===== src/rtl/cir_pkg.sv =====
package cir_pkg;
  localparam int SRC_W    = 12;
  localparam int LINES    = 4;
  localparam int CTL_W    = 2 * LINES;
  localparam int BIT_TMR  = 0;
  localparam int BIT_MBOX = 4;
  localparam int BIT_GPU  = 8;
  localparam int BIT_LT   = 11;

  localparam logic [7:0] OFS_GPU_RT  = 8'h0C;
  localparam logic [7:0] OFS_LT_RT   = 8'h24;
  localparam logic [7:0] OFS_TCTL    = 8'h40;
  localparam logic [7:0] OFS_MCTL    = 8'h50;
  localparam logic [7:0] OFS_IRQ_SRC = 8'h60;
  localparam logic [7:0] OFS_FIQ_SRC = 8'h70;

  typedef logic [SRC_W-1:0] src_t;
  typedef struct packed { logic fiq; logic irq; } steer_t;

  // FIQ enable takes precedence over IRQ enable
  function automatic steer_t steer(input logic lvl, input logic ien, input logic fen);
    steer_t s;
    s.fiq = lvl & fen;
    s.irq = lvl & ien & ~fen;
    return s;
  endfunction
endpackage


===== src/rtl/cir_regs.sv =====
module cir_regs
  import cir_pkg::*;
#(
  parameter int N_CORES = 4,
  parameter int CORE_W  = 2,
  parameter int ADDR_W  = 8,
  parameter int DATA_W  = 32
) (
  input  logic                          clk_i,
  input  logic                          rst_ni,
  input  logic                          we_i,
  input  logic [ADDR_W-1:0]             addr_i,
  input  logic [DATA_W-1:0]             wdata_i,
  output logic [DATA_W-1:0]             rdata_o,
  input  src_t [N_CORES-1:0]            irq_src_i,
  input  src_t [N_CORES-1:0]            fiq_src_i,
  output logic [N_CORES-1:0][CTL_W-1:0] tctl_o,
  output logic [N_CORES-1:0][CTL_W-1:0] mctl_o,
  output logic [CORE_W-1:0]             gpu_irq_sel_o,
  output logic [CORE_W-1:0]             gpu_fiq_sel_o,
  output logic [CORE_W-1:0]             lt_sel_o,
  output logic                          lt_fiq_o
);
  localparam int GRT_W = 2 * CORE_W;
  localparam int LRT_W = CORE_W + 1;

  logic [N_CORES-1:0][CTL_W-1:0] tctl_q, mctl_q;
  logic [GRT_W-1:0]              gpu_rt_q;
  logic [LRT_W-1:0]              lt_rt_q;
  logic                          unused_wdata;

  assign unused_wdata = ^wdata_i[DATA_W-1:CTL_W];

  always_ff @(posedge clk_i or negedge rst_ni) begin
    if (!rst_ni) begin
      tctl_q   <= '0;
      mctl_q   <= '0;
      gpu_rt_q <= '0;
      lt_rt_q  <= '0;
    end else if (we_i) begin
      if (addr_i == ADDR_W'(OFS_GPU_RT)) gpu_rt_q <= wdata_i[GRT_W-1:0];
      if (addr_i == ADDR_W'(OFS_LT_RT))  lt_rt_q  <= wdata_i[LRT_W-1:0];
      for (int c = 0; c < N_CORES; c++) begin
        if (addr_i == ADDR_W'(int'(OFS_TCTL) + 4 * c)) tctl_q[c] <= wdata_i[CTL_W-1:0];
        if (addr_i == ADDR_W'(int'(OFS_MCTL) + 4 * c)) mctl_q[c] <= wdata_i[CTL_W-1:0];
      end
    end
  end

  always_comb begin
    rdata_o = '0;
    if (addr_i == ADDR_W'(OFS_GPU_RT)) rdata_o = DATA_W'(gpu_rt_q);
    if (addr_i == ADDR_W'(OFS_LT_RT))  rdata_o = DATA_W'(lt_rt_q);
    for (int c = 0; c < N_CORES; c++) begin
      if (addr_i == ADDR_W'(int'(OFS_TCTL) + 4 * c))    rdata_o = DATA_W'(tctl_q[c]);
      if (addr_i == ADDR_W'(int'(OFS_MCTL) + 4 * c))    rdata_o = DATA_W'(mctl_q[c]);
      if (addr_i == ADDR_W'(int'(OFS_IRQ_SRC) + 4 * c)) rdata_o = DATA_W'(irq_src_i[c]);
      if (addr_i == ADDR_W'(int'(OFS_FIQ_SRC) + 4 * c)) rdata_o = DATA_W'(fiq_src_i[c]);
    end
  end

  assign tctl_o        = tctl_q;
  assign mctl_o        = mctl_q;
  assign gpu_irq_sel_o = gpu_rt_q[CORE_W-1:0];
  assign gpu_fiq_sel_o = gpu_rt_q[GRT_W-1:CORE_W];
  assign lt_sel_o      = lt_rt_q[CORE_W-1:0];
  assign lt_fiq_o      = lt_rt_q[CORE_W];
endmodule


===== src/rtl/cir_core_route.sv =====
module cir_core_route
  import cir_pkg::*;
#(
  parameter int CORE_ID = 0,
  parameter int CORE_W  = 2
) (
  input  logic [CTL_W-1:0]  tctl_i,
  input  logic [CTL_W-1:0]  mctl_i,
  input  logic [LINES-1:0]  tmr_i,
  input  logic [LINES-1:0]  mbox_i,
  input  logic              gpu_irq_i,
  input  logic              gpu_fiq_i,
  input  logic [CORE_W-1:0] gpu_irq_sel_i,
  input  logic [CORE_W-1:0] gpu_fiq_sel_i,
  input  logic              lt_act_i,
  input  logic [CORE_W-1:0] lt_sel_i,
  input  logic              lt_fiq_i,
  output src_t              irq_nxt_o,
  output src_t              fiq_nxt_o
);
  localparam logic [CORE_W-1:0] ME = CORE_W'(CORE_ID);

  steer_t st_t, st_m;
  logic   lt_hit;

  always_comb begin
    irq_nxt_o = '0;
    fiq_nxt_o = '0;
    st_t      = '0;
    st_m      = '0;
    for (int j = 0; j < LINES; j++) begin
      st_t = steer(tmr_i[j], tctl_i[j], tctl_i[j+LINES]);
      st_m = steer(mbox_i[j], mctl_i[j], mctl_i[j+LINES]);
      irq_nxt_o[BIT_TMR+j]  = st_t.irq;
      fiq_nxt_o[BIT_TMR+j]  = st_t.fiq;
      irq_nxt_o[BIT_MBOX+j] = st_m.irq;
      fiq_nxt_o[BIT_MBOX+j] = st_m.fiq;
    end
    irq_nxt_o[BIT_GPU] = gpu_irq_i && (gpu_irq_sel_i == ME);
    fiq_nxt_o[BIT_GPU] = gpu_fiq_i && (gpu_fiq_sel_i == ME);
    lt_hit             = lt_act_i && (lt_sel_i == ME);
    irq_nxt_o[BIT_LT]  = lt_hit && !lt_fiq_i;
    fiq_nxt_o[BIT_LT]  = lt_hit && lt_fiq_i;
  end
endmodule


===== src/rtl/core_irq_router.sv =====
module core_irq_router
  import cir_pkg::*;
#(
  parameter int N_CORES = 4,
  parameter int ADDR_W  = 8,
  parameter int DATA_W  = 32
) (
  input  logic                     clk_i,
  input  logic                     rst_ni,
  input  logic                     reg_we_i,
  input  logic [ADDR_W-1:0]        reg_addr_i,
  input  logic [DATA_W-1:0]        reg_wdata_i,
  output logic [DATA_W-1:0]        reg_rdata_o,
  input  logic [N_CORES*LINES-1:0] tmr_irq_i,
  input  logic [N_CORES*LINES-1:0] mbox_pend_i,
  input  logic                     gpu_irq_i,
  input  logic                     gpu_fiq_i,
  input  logic                     ltmr_en_i,
  input  logic                     ltmr_pend_i,
  output logic [N_CORES-1:0]       irq_o,
  output logic [N_CORES-1:0]       fiq_o
);
  localparam int CORE_W = (N_CORES > 1) ? $clog2(N_CORES) : 1;

  logic [N_CORES-1:0][CTL_W-1:0] tctl, mctl;
  logic [CORE_W-1:0]             gpu_irq_sel, gpu_fiq_sel, lt_sel;
  logic                          lt_fiq, lt_act;
  src_t [N_CORES-1:0]            irq_nxt, fiq_nxt, irq_src_q, fiq_src_q;

  assign lt_act = ltmr_en_i & ltmr_pend_i;

  cir_regs #(
    .N_CORES(N_CORES), .CORE_W(CORE_W), .ADDR_W(ADDR_W), .DATA_W(DATA_W)
  ) u_regs (
    .clk_i         (clk_i),
    .rst_ni        (rst_ni),
    .we_i          (reg_we_i),
    .addr_i        (reg_addr_i),
    .wdata_i       (reg_wdata_i),
    .rdata_o       (reg_rdata_o),
    .irq_src_i     (irq_src_q),
    .fiq_src_i     (fiq_src_q),
    .tctl_o        (tctl),
    .mctl_o        (mctl),
    .gpu_irq_sel_o (gpu_irq_sel),
    .gpu_fiq_sel_o (gpu_fiq_sel),
    .lt_sel_o      (lt_sel),
    .lt_fiq_o      (lt_fiq)
  );

  for (genvar c = 0; c < N_CORES; c++) begin : g_core
    cir_core_route #(.CORE_ID(c), .CORE_W(CORE_W)) u_route (
      .tctl_i        (tctl[c]),
      .mctl_i        (mctl[c]),
      .tmr_i         (tmr_irq_i[c*LINES +: LINES]),
      .mbox_i        (mbox_pend_i[c*LINES +: LINES]),
      .gpu_irq_i     (gpu_irq_i),
      .gpu_fiq_i     (gpu_fiq_i),
      .gpu_irq_sel_i (gpu_irq_sel),
      .gpu_fiq_sel_i (gpu_fiq_sel),
      .lt_act_i      (lt_act),
      .lt_sel_i      (lt_sel),
      .lt_fiq_i      (lt_fiq),
      .irq_nxt_o     (irq_nxt[c]),
      .fiq_nxt_o     (fiq_nxt[c])
    );
    assign irq_o[c] = |irq_src_q[c];
    assign fiq_o[c] = |fiq_src_q[c];
  end

  always_ff @(posedge clk_i or negedge rst_ni) begin
    if (!rst_ni) begin
      irq_src_q <= '0;
      fiq_src_q <= '0;
    end else begin
      irq_src_q <= irq_nxt;
      fiq_src_q <= fiq_nxt;
    end
  end
endmodule


===== config.mk =====
export PLATFORM = sky130hd
export DESIGN_NAME = core_irq_router
export DESIGN_NICKNAME = d
export VERILOG_FILES = /design/src/rtl/cir_pkg.sv /design/src/rtl/cir_regs.sv /design/src/rtl/cir_core_route.sv /design/src/rtl/core_irq_router.sv
export SDC_FILE = /design/constraint.sdc
export NUM_CORES = 1
export LEC_CHECK = 0
export ABC_AREA = 1
export BUFFER_PORTS_ARGS = -buffer_cell sky130_fd_sc_hd__buf_4
export CORE_AREA = 5 5 114 116
export CTS_CLUSTER_SIZE = 40
export DETAILED_ROUTE_END_ITERATION = 10
export DIE_AREA = 0 0 119 121
export GPL_ROUTABILITY_DRIVEN = 1
export HOLD_SLACK_MARGIN = 0.15
export PLACE_DENSITY = 0.95
export SETUP_SLACK_MARGIN = 0.2
export SLEW_MARGIN = 0
export SYNTH_ARGS = -nofsm -noshare
export SYNTH_HDL_FRONTEND = slang
export SYNTH_SLANG_ARGS = --single-unit

===== constraint.sdc =====
create_clock -name clk_i -period 5.3 [get_ports clk_i]
set_clock_uncertainty 0.2 [all_clocks]
set_input_delay 0.795 -clock clk_i [delete_from_list [all_inputs] [get_ports clk_i]]
set_output_delay 0.795 -clock clk_i [all_outputs]
set_load 0.01 [all_outputs]

Yosys cells after proc, flatten, opt, wreduce, memory -nomap -nowiden:

Cells that the tools add are included.

* flip-flop bits (word level): 151
* latch bits: 0
* bits in writable memories: 0
* memory bits (read-only): 0
* bits of input ports: 79
* output and inout bits: 40
* word-level logic and storage cells: 234
* memories: 0

* add/sub/neg operators: 0
* multipliers: 0
* div/mod/pow operators: 0
* order comparisons: 0
* eq/ne operators: 27
* shift-type cells: 0
* muxes and demuxes: 18
* bitwise gates (word level): 129
* reductions and logical operators: 42

Operators by type and width (number)
* 12-bit 2-to-1 mux: 14
* 8-bit by 7-bit equality test with 1-bit output, second input constant: 16
* 1-bit AND: 97
* 10-bit OR reduction: 8
* 1-bit inverter: 32
* 1-bit logical AND: 20
* 2-bit AND reduction: 10
* 8-bit 2-to-1 mux: 2
* 2-bit equality test, second input constant: 6
* 8-bit by 4-bit equality test with 1-bit output, second input constant: 1
* 8-bit by 6-bit equality test with 1-bit output, second input constant: 1
* 4-bit 2-to-1 mux: 2
* 2-bit by 1-bit equality test with 1-bit output, second input constant: 3
* 2-bit logical NOT: 3
* 1-bit logical NOT: 1

Logic depth before layout (Yosys ltp):

* word-level depth: 19
* gate-level depth with buffers: 15
* gate-level depth less buffers: 15

By module:

A second synthesis with hierarchy kept.

* cell total of the unflattened synthesis: 963
* area total of the unflattened synthesis: 7862.5 µm²

Modules (own cells, without submodules)
* cir_regs: instances 1, cells an instance 594, area each 4334.2 µm², sequential area each 1776.7 µm²
* core_irq_router: instances 1, cells an instance 186, area each 2760.1 µm², sequential area each 2402.3 µm²
* cir_core_route (g_core[1].u_route ...): instances 2, cells an instance 46, area each 193.9 µm², sequential area each 0.0 µm²
* cir_core_route (g_core[3].u_route): instances 1, cells an instance 47, area each 192.7 µm², sequential area each 0.0 µm²
* cir_core_route (g_core[0].u_route): instances 1, cells an instance 44, area each 187.7 µm², sequential area each 0.0 µm²

Worst setup path before layout:

No wires, ideal clock.

* path kind: in2out
* start: input port reg_addr_i[1]
* end: output port reg_rdata_o[0]
* arrival time: 1.953 ns
* required time: 4.305 ns
* path slack: 2.352 ns
* stages: 11
* path buffers: 0
* cell sequence: nor2_1 nand3_2 nor2_8 inv_4 or2_0 nand2_1 nand4_1 nor2_1 nand4_1 nand2_1 nand3_1

* word-level cells in the longest chain between the ends: 19
* elaborated cells between the ends (all ways): 36
* classes of those cells: eq/ne: 18; mux: 18

RTL lines
* start: declaration: line core_irq_router.sv:11 `input logic [ADDR_W-1:0] reg_addr_i,`
* 8-bit by 4-bit equality test with 1-bit output: line cir_regs.sv:52 `if (addr_i == ADDR_W'(OFS_GPU_RT)) rdata_o = DATA_W'(gpu_rt_q);`
* 4-bit 2-to-1 mux: line cir_regs.sv:52
* 4-bit 2-to-1 mux: line cir_regs.sv:53 `if (addr_i == ADDR_W'(OFS_LT_RT)) rdata_o = DATA_W'(lt_rt_q);`
* 8-bit 2-to-1 mux: line cir_regs.sv:55 `if (addr_i == ADDR_W'(int'(OFS_TCTL) + 4 * c)) rdata_o = DATA_W'(tctl_q[c]);`
* 8-bit 2-to-1 mux: line cir_regs.sv:56 `if (addr_i == ADDR_W'(int'(OFS_MCTL) + 4 * c)) rdata_o = DATA_W'(mctl_q[c]);`
* 12-bit 2-to-1 mux: line cir_regs.sv:57 `if (addr_i == ADDR_W'(int'(OFS_IRQ_SRC) + 4 * c)) rdata_o = DATA_W'(irq_src_i[c]);`
* 12-bit 2-to-1 mux: line cir_regs.sv:58 `if (addr_i == ADDR_W'(int'(OFS_FIQ_SRC) + 4 * c)) rdata_o = DATA_W'(fiq_src_i[c]);`
* 12-bit 2-to-1 mux: line cir_regs.sv:55
* [3 not listed]
* 12-bit 2-to-1 mux: line cir_regs.sv:55
* 12-bit 2-to-1 mux: line cir_regs.sv:56
* 12-bit 2-to-1 mux: line cir_regs.sv:57
* 12-bit 2-to-1 mux: line cir_regs.sv:58
* 12-bit 2-to-1 mux: line cir_regs.sv:55
* 12-bit 2-to-1 mux: line cir_regs.sv:56
* 12-bit 2-to-1 mux: line cir_regs.sv:57
* 12-bit 2-to-1 mux *: line cir_regs.sv:58
* end: declaration: line core_irq_router.sv:13 `output logic [DATA_W-1:0] reg_rdata_o,`

Mark *: on every way between the ends. The rest lies on a longest branch, timed or not.

Worst setup path in the final report:

* start: input port reg_addr_i[1]
* end: output port reg_rdata_o[3]

The elaborated chain is that of the path after synthesis.

==> summary.md <==
| Metric | Value |
|---|---|
| Worst path slowest cell | nor2_2 |
| Synth top area cells | dfrtp_1, nand2_1, o21ai_0 |
| FF+latch count, synth | approximately 150 |
| First-pass GRT wire length | approximately 33,000 µm |
| Synth unique cells | 31 |
| Worst-skew pair later-pin latency | ~0.42 ns |
| Initial antenna violation count | 0 |
| Starting Density | 58.70% |
| Critical Path, Cell by Cell | buf_4 -> nor2_1 -> nand3_2 -> nor2_2 -> a21oi_1 -> nand4_1 -> o21ai_1 -> nand4_1 -> nand2_1 -> nand4_1 -> nand2_1 -> nand3_1 -> buf_4 |
| Post-Syn Instances | 833 |
| P_leak | 4.143 nW |
| Switching share of power | 23.39% |
| Max Cap Viol | 0 |
| Hold depth | 1 |
| Reg2reg start | u_regs.lt_rt_q[2] |
| Leading area contributor after synthesis | dfrtp_1 |
| Power share of the combinational group | under 10% |
| CTS tree | built |
| Startpoint types | primary input |
| Cell-internal power | between 0.002 and 0.0025 W |
| Minimum clock period | around 3.7 ns |
| Largest net degree at the start of global routing | ~120 |
| Cell row count | 40 |
| WP data required | 4.30 ns |
| Clk buf depth | 2 |
| Final slew viol count | 0 |
| Max VDD drop | around 0.19 mV |
| Port bufs | between 70 and 80 |
| Hold Vio Cnt, Final | 0 |
| Worst Path Arrival | roughly 2.7 ns |
| Initial DRT Pass Iterations | 7 |
| WS Path Type | primary input to output port |
| Critical-path maximum fanout | 9 |
| DP HPWL | approximately 14,000 µm |
| Clock Pin Slew Worst Setup and Hold Paths | about 0.060 ns |
| Finished Cell Area | between 8000 and 9000 µm² |
| Critical Path Max Stage Delay | between 0.3 and 0.4 ns |
| Run status | finished, final reports clean |
| RR Endpoint | fiq_src_q[35] |
| Antenna Cells | 0 |
| Final Total Pwr | between 0.002 and 0.003 W |
| Hold Crit Class | flip-flop to flip-flop |
| Critical Path End Type | output port |
| Total Wirelength | 20,780 µm |
| Crit path setup slack, layout | 1.595 ns |
| Worst Tran Pin Value | 1.041 ns |
| Yosys warns | 0 |
| Async SR Flop Fraction | 100.0% |
| Power Density | 332.1 nW/µm² |
| Vias/cell | approximately 5.9 |
| Layout cells sized above 1 | between 10 and 15% |
| Setup TNS | 0 ns |
| F_max | between 200 and 300 MHz |
| DR WL/cell | 19.37 µm |
| Worst hold start | u_regs.mctl_o[7] |
| Count leader, synth | nand2_1 |
| Slew margin rel. | a little under a third |
| Tcrit/Tclk final | ~70% |
| Die height | 121 µm |
| Min-Delay Endpoint | irq_src_q[7] |
| Post-Syn Area | 6933 µm² |
| Synth Area per Inst | around 8.3 µm² |
| Top FF cell, synth | dfrtp_1 |
| CTS buffer count | 17 |
| Number of synthesized flops with an enable pin | 0 |
| GRT Resource Usage Total | ~30% |
| Setup Buffers After CTS | 0 |
| R2r worst-path depth | 2 |
| Core area | approximately 12,000 µm² |
| First DRT Iteration DRCs | 934 |
| Fin nets | ~990 |
| Clock power share | between 40% and 50% |
| P&R area growth vs syn | 17.70% |
| CTS resizes | 0 |
| Vias in the first global route | around 6.2k |
| Ports | 119 |
| Psw | about 0.00063 W |
| Hold WS | about 0.28 ns |
| Seq/Total Area, Yosys | 54.50% |
| Post-route DRC | 0 |
| R2R setup slack | ~4.1 ns |
| Synth cell count leaders | nand2_1, dfrtp_1, inv_1 |
| Most common cell on crit path | nand4_1 |
| Yosys top cell area share | a little over half |
| Hold-fix buffers, CTS | 0 |
| CTS sink cnt | about 150 |
| Final setup fails | 0 |
| WP buf/inv | 2 |
| H-tree depth | 4 |
| Sequential Power Share | a little under half |
| DP Area | 7528 µm² |
| Final ANT Viol Nets | 0 |
| Via Count | between 6k and 7k |
| Grt ovf | 0 |
| Die area | 14,400 µm² |
| Die W | approximately 120 µm |
| Unrepaired setup endpoints after global routing | false |
| CTS Root Cell | clkbuf_16 |
| CP top delay family | simple AND/OR/NAND/NOR gates |
| RD Place Congestion | roughly 0.94 |
| Pre-CTS setup slack | between 1.5 and 2 ns |
-- per-stage QoR --
step / instances / util, %
6_report: 1073 / 69.09
5_1_grt: 1073 / 69.09
4_1_cts: 1073 / 69.09
3_5_place_dp: 1041 / 63.74
3_3_place_gp: 1041 / 63.74
2_1_floorplan: 854 / -
-- layout by cell type, fill, tap and decap left out, types with 2 or more instances in the layout --
cell / synthesis / layout
or2_1: 2 / 2
nand3_1: 30 / 30
nor3_1: 10 / 10
nand3_4: 2 / 2
nor2_2: 5 / 5
nand2_1: 256 / 256
nor4_1: 22 / 22
nand2_2: 5 / 5
o211ai_1: 2 / 2
clkinvlp_4: 0 / 3
inv_4: 2 / 2
dfrtp_1: 151 / 151
o21ai_0: 69 / 69
nor2_1: 71 / 71
nor2_8: 2 / 2
nor2_4: 7 / 7
clkinv_2: 0 / 3
inv_2: 9 / 9
o21ai_1: 4 / 4
clkbuf_16: 0 / 17
nand4_1: 26 / 26
o22ai_1: 3 / 3
buf_4: 22 / 72
bufinv_16: 0 / 4
conb_1: 1 / 22
clkinv_4: 0 / 2
a21oi_1: 25 / 25
or2_0: 6 / 6
mux2i_1: 3 / 3
clkbuf_8: 0 / 2
inv_1: 84 / 84
-- per-layer routing --
| metal | vias to the layer above | track usage, % | part of all wire [%] |
|---|---|---|---|
| met5 | - | 0 | 0 |
| met4 | 0 | 12.60 | 3.7 |
| met3 | 92 | 6.853 | 10 |
| met2 | 448 | 48.32 | 48 |
| met1 | 2973 | 37.21 | 38 |
| li1 | 2806 | - | - |
-- power groups by stage --
stage	Combinational (W)	Clock (W)	Sequential, W
finish	0.000199	0.00128	0.00123
global route	0.000219	0.00133	0.00124
CTS	0.000197	0.00128	0.00123
detailed placement	0.000192	0	0.00125
global placement	0.000186	0	0.00125
floorplan	0.0000961	0	0.00124
-- cells by family (layout without fill, tap and decap cells) --
kind of cell           count (synthesis)  count (layout)  synth area share [%]
AO/OA/AOI/OAI                        103             103                 7.562
multiplexers                           3               3                0.4332
buffers and inverters                129             201                 8.428
flip-flops                           151             151                 54.50
other                                  1              22               0.05409
AND/OR/NAND/NOR                      446             446                 29.02
-- worst max path at each step --
stage | cells past startpoint | to | start
after global placement | 13 | reg_rdata_o[3] | reg_addr_i[1]
after floorplan | 11 | reg_rdata_o[0] | reg_addr_i[1]
after CTS | 13 | reg_rdata_o[3] | reg_addr_i[1]
after detailed placement | 13 | reg_rdata_o[3] | reg_addr_i[1]
after global routing | 15 | reg_rdata_o[3] | reg_addr_i[0]
final | 13 | reg_rdata_o[3] | reg_addr_i[1]
-- sequential cells by signal, indices dropped and copies added (netlist names) --
signal	count
irq_src_q	40
u_regs.lt_rt_q	3
u_regs.gpu_rt_q	4
u_regs.mctl_o	32
u_regs.tctl_o	32
fiq_src_q	40
-- area by class of cell --
| cell class | count | area [µm²] |
|---|---|---|
| timing repair buffer | 73 | 551.8 |
| multi-input combinational | 574 | 2649 |
| tap | 147 | 183.9 |
| clock buffer | 20 | 456.7 |
| clock inverter | 12 | 175.2 |
| fill | 843 | 3651 |
| inverter | 96 | 365.4 |
| sequential | 151 | 3779 |
-- worst register-to-register path: cells and delay by family (launching register included) --
family / cells / cell delay, ns
buf+inv: 1 / 0.14
flops: 1 / 0.46
simple gates: 1 / 0.32
Power figures use the tool's default switching activity.
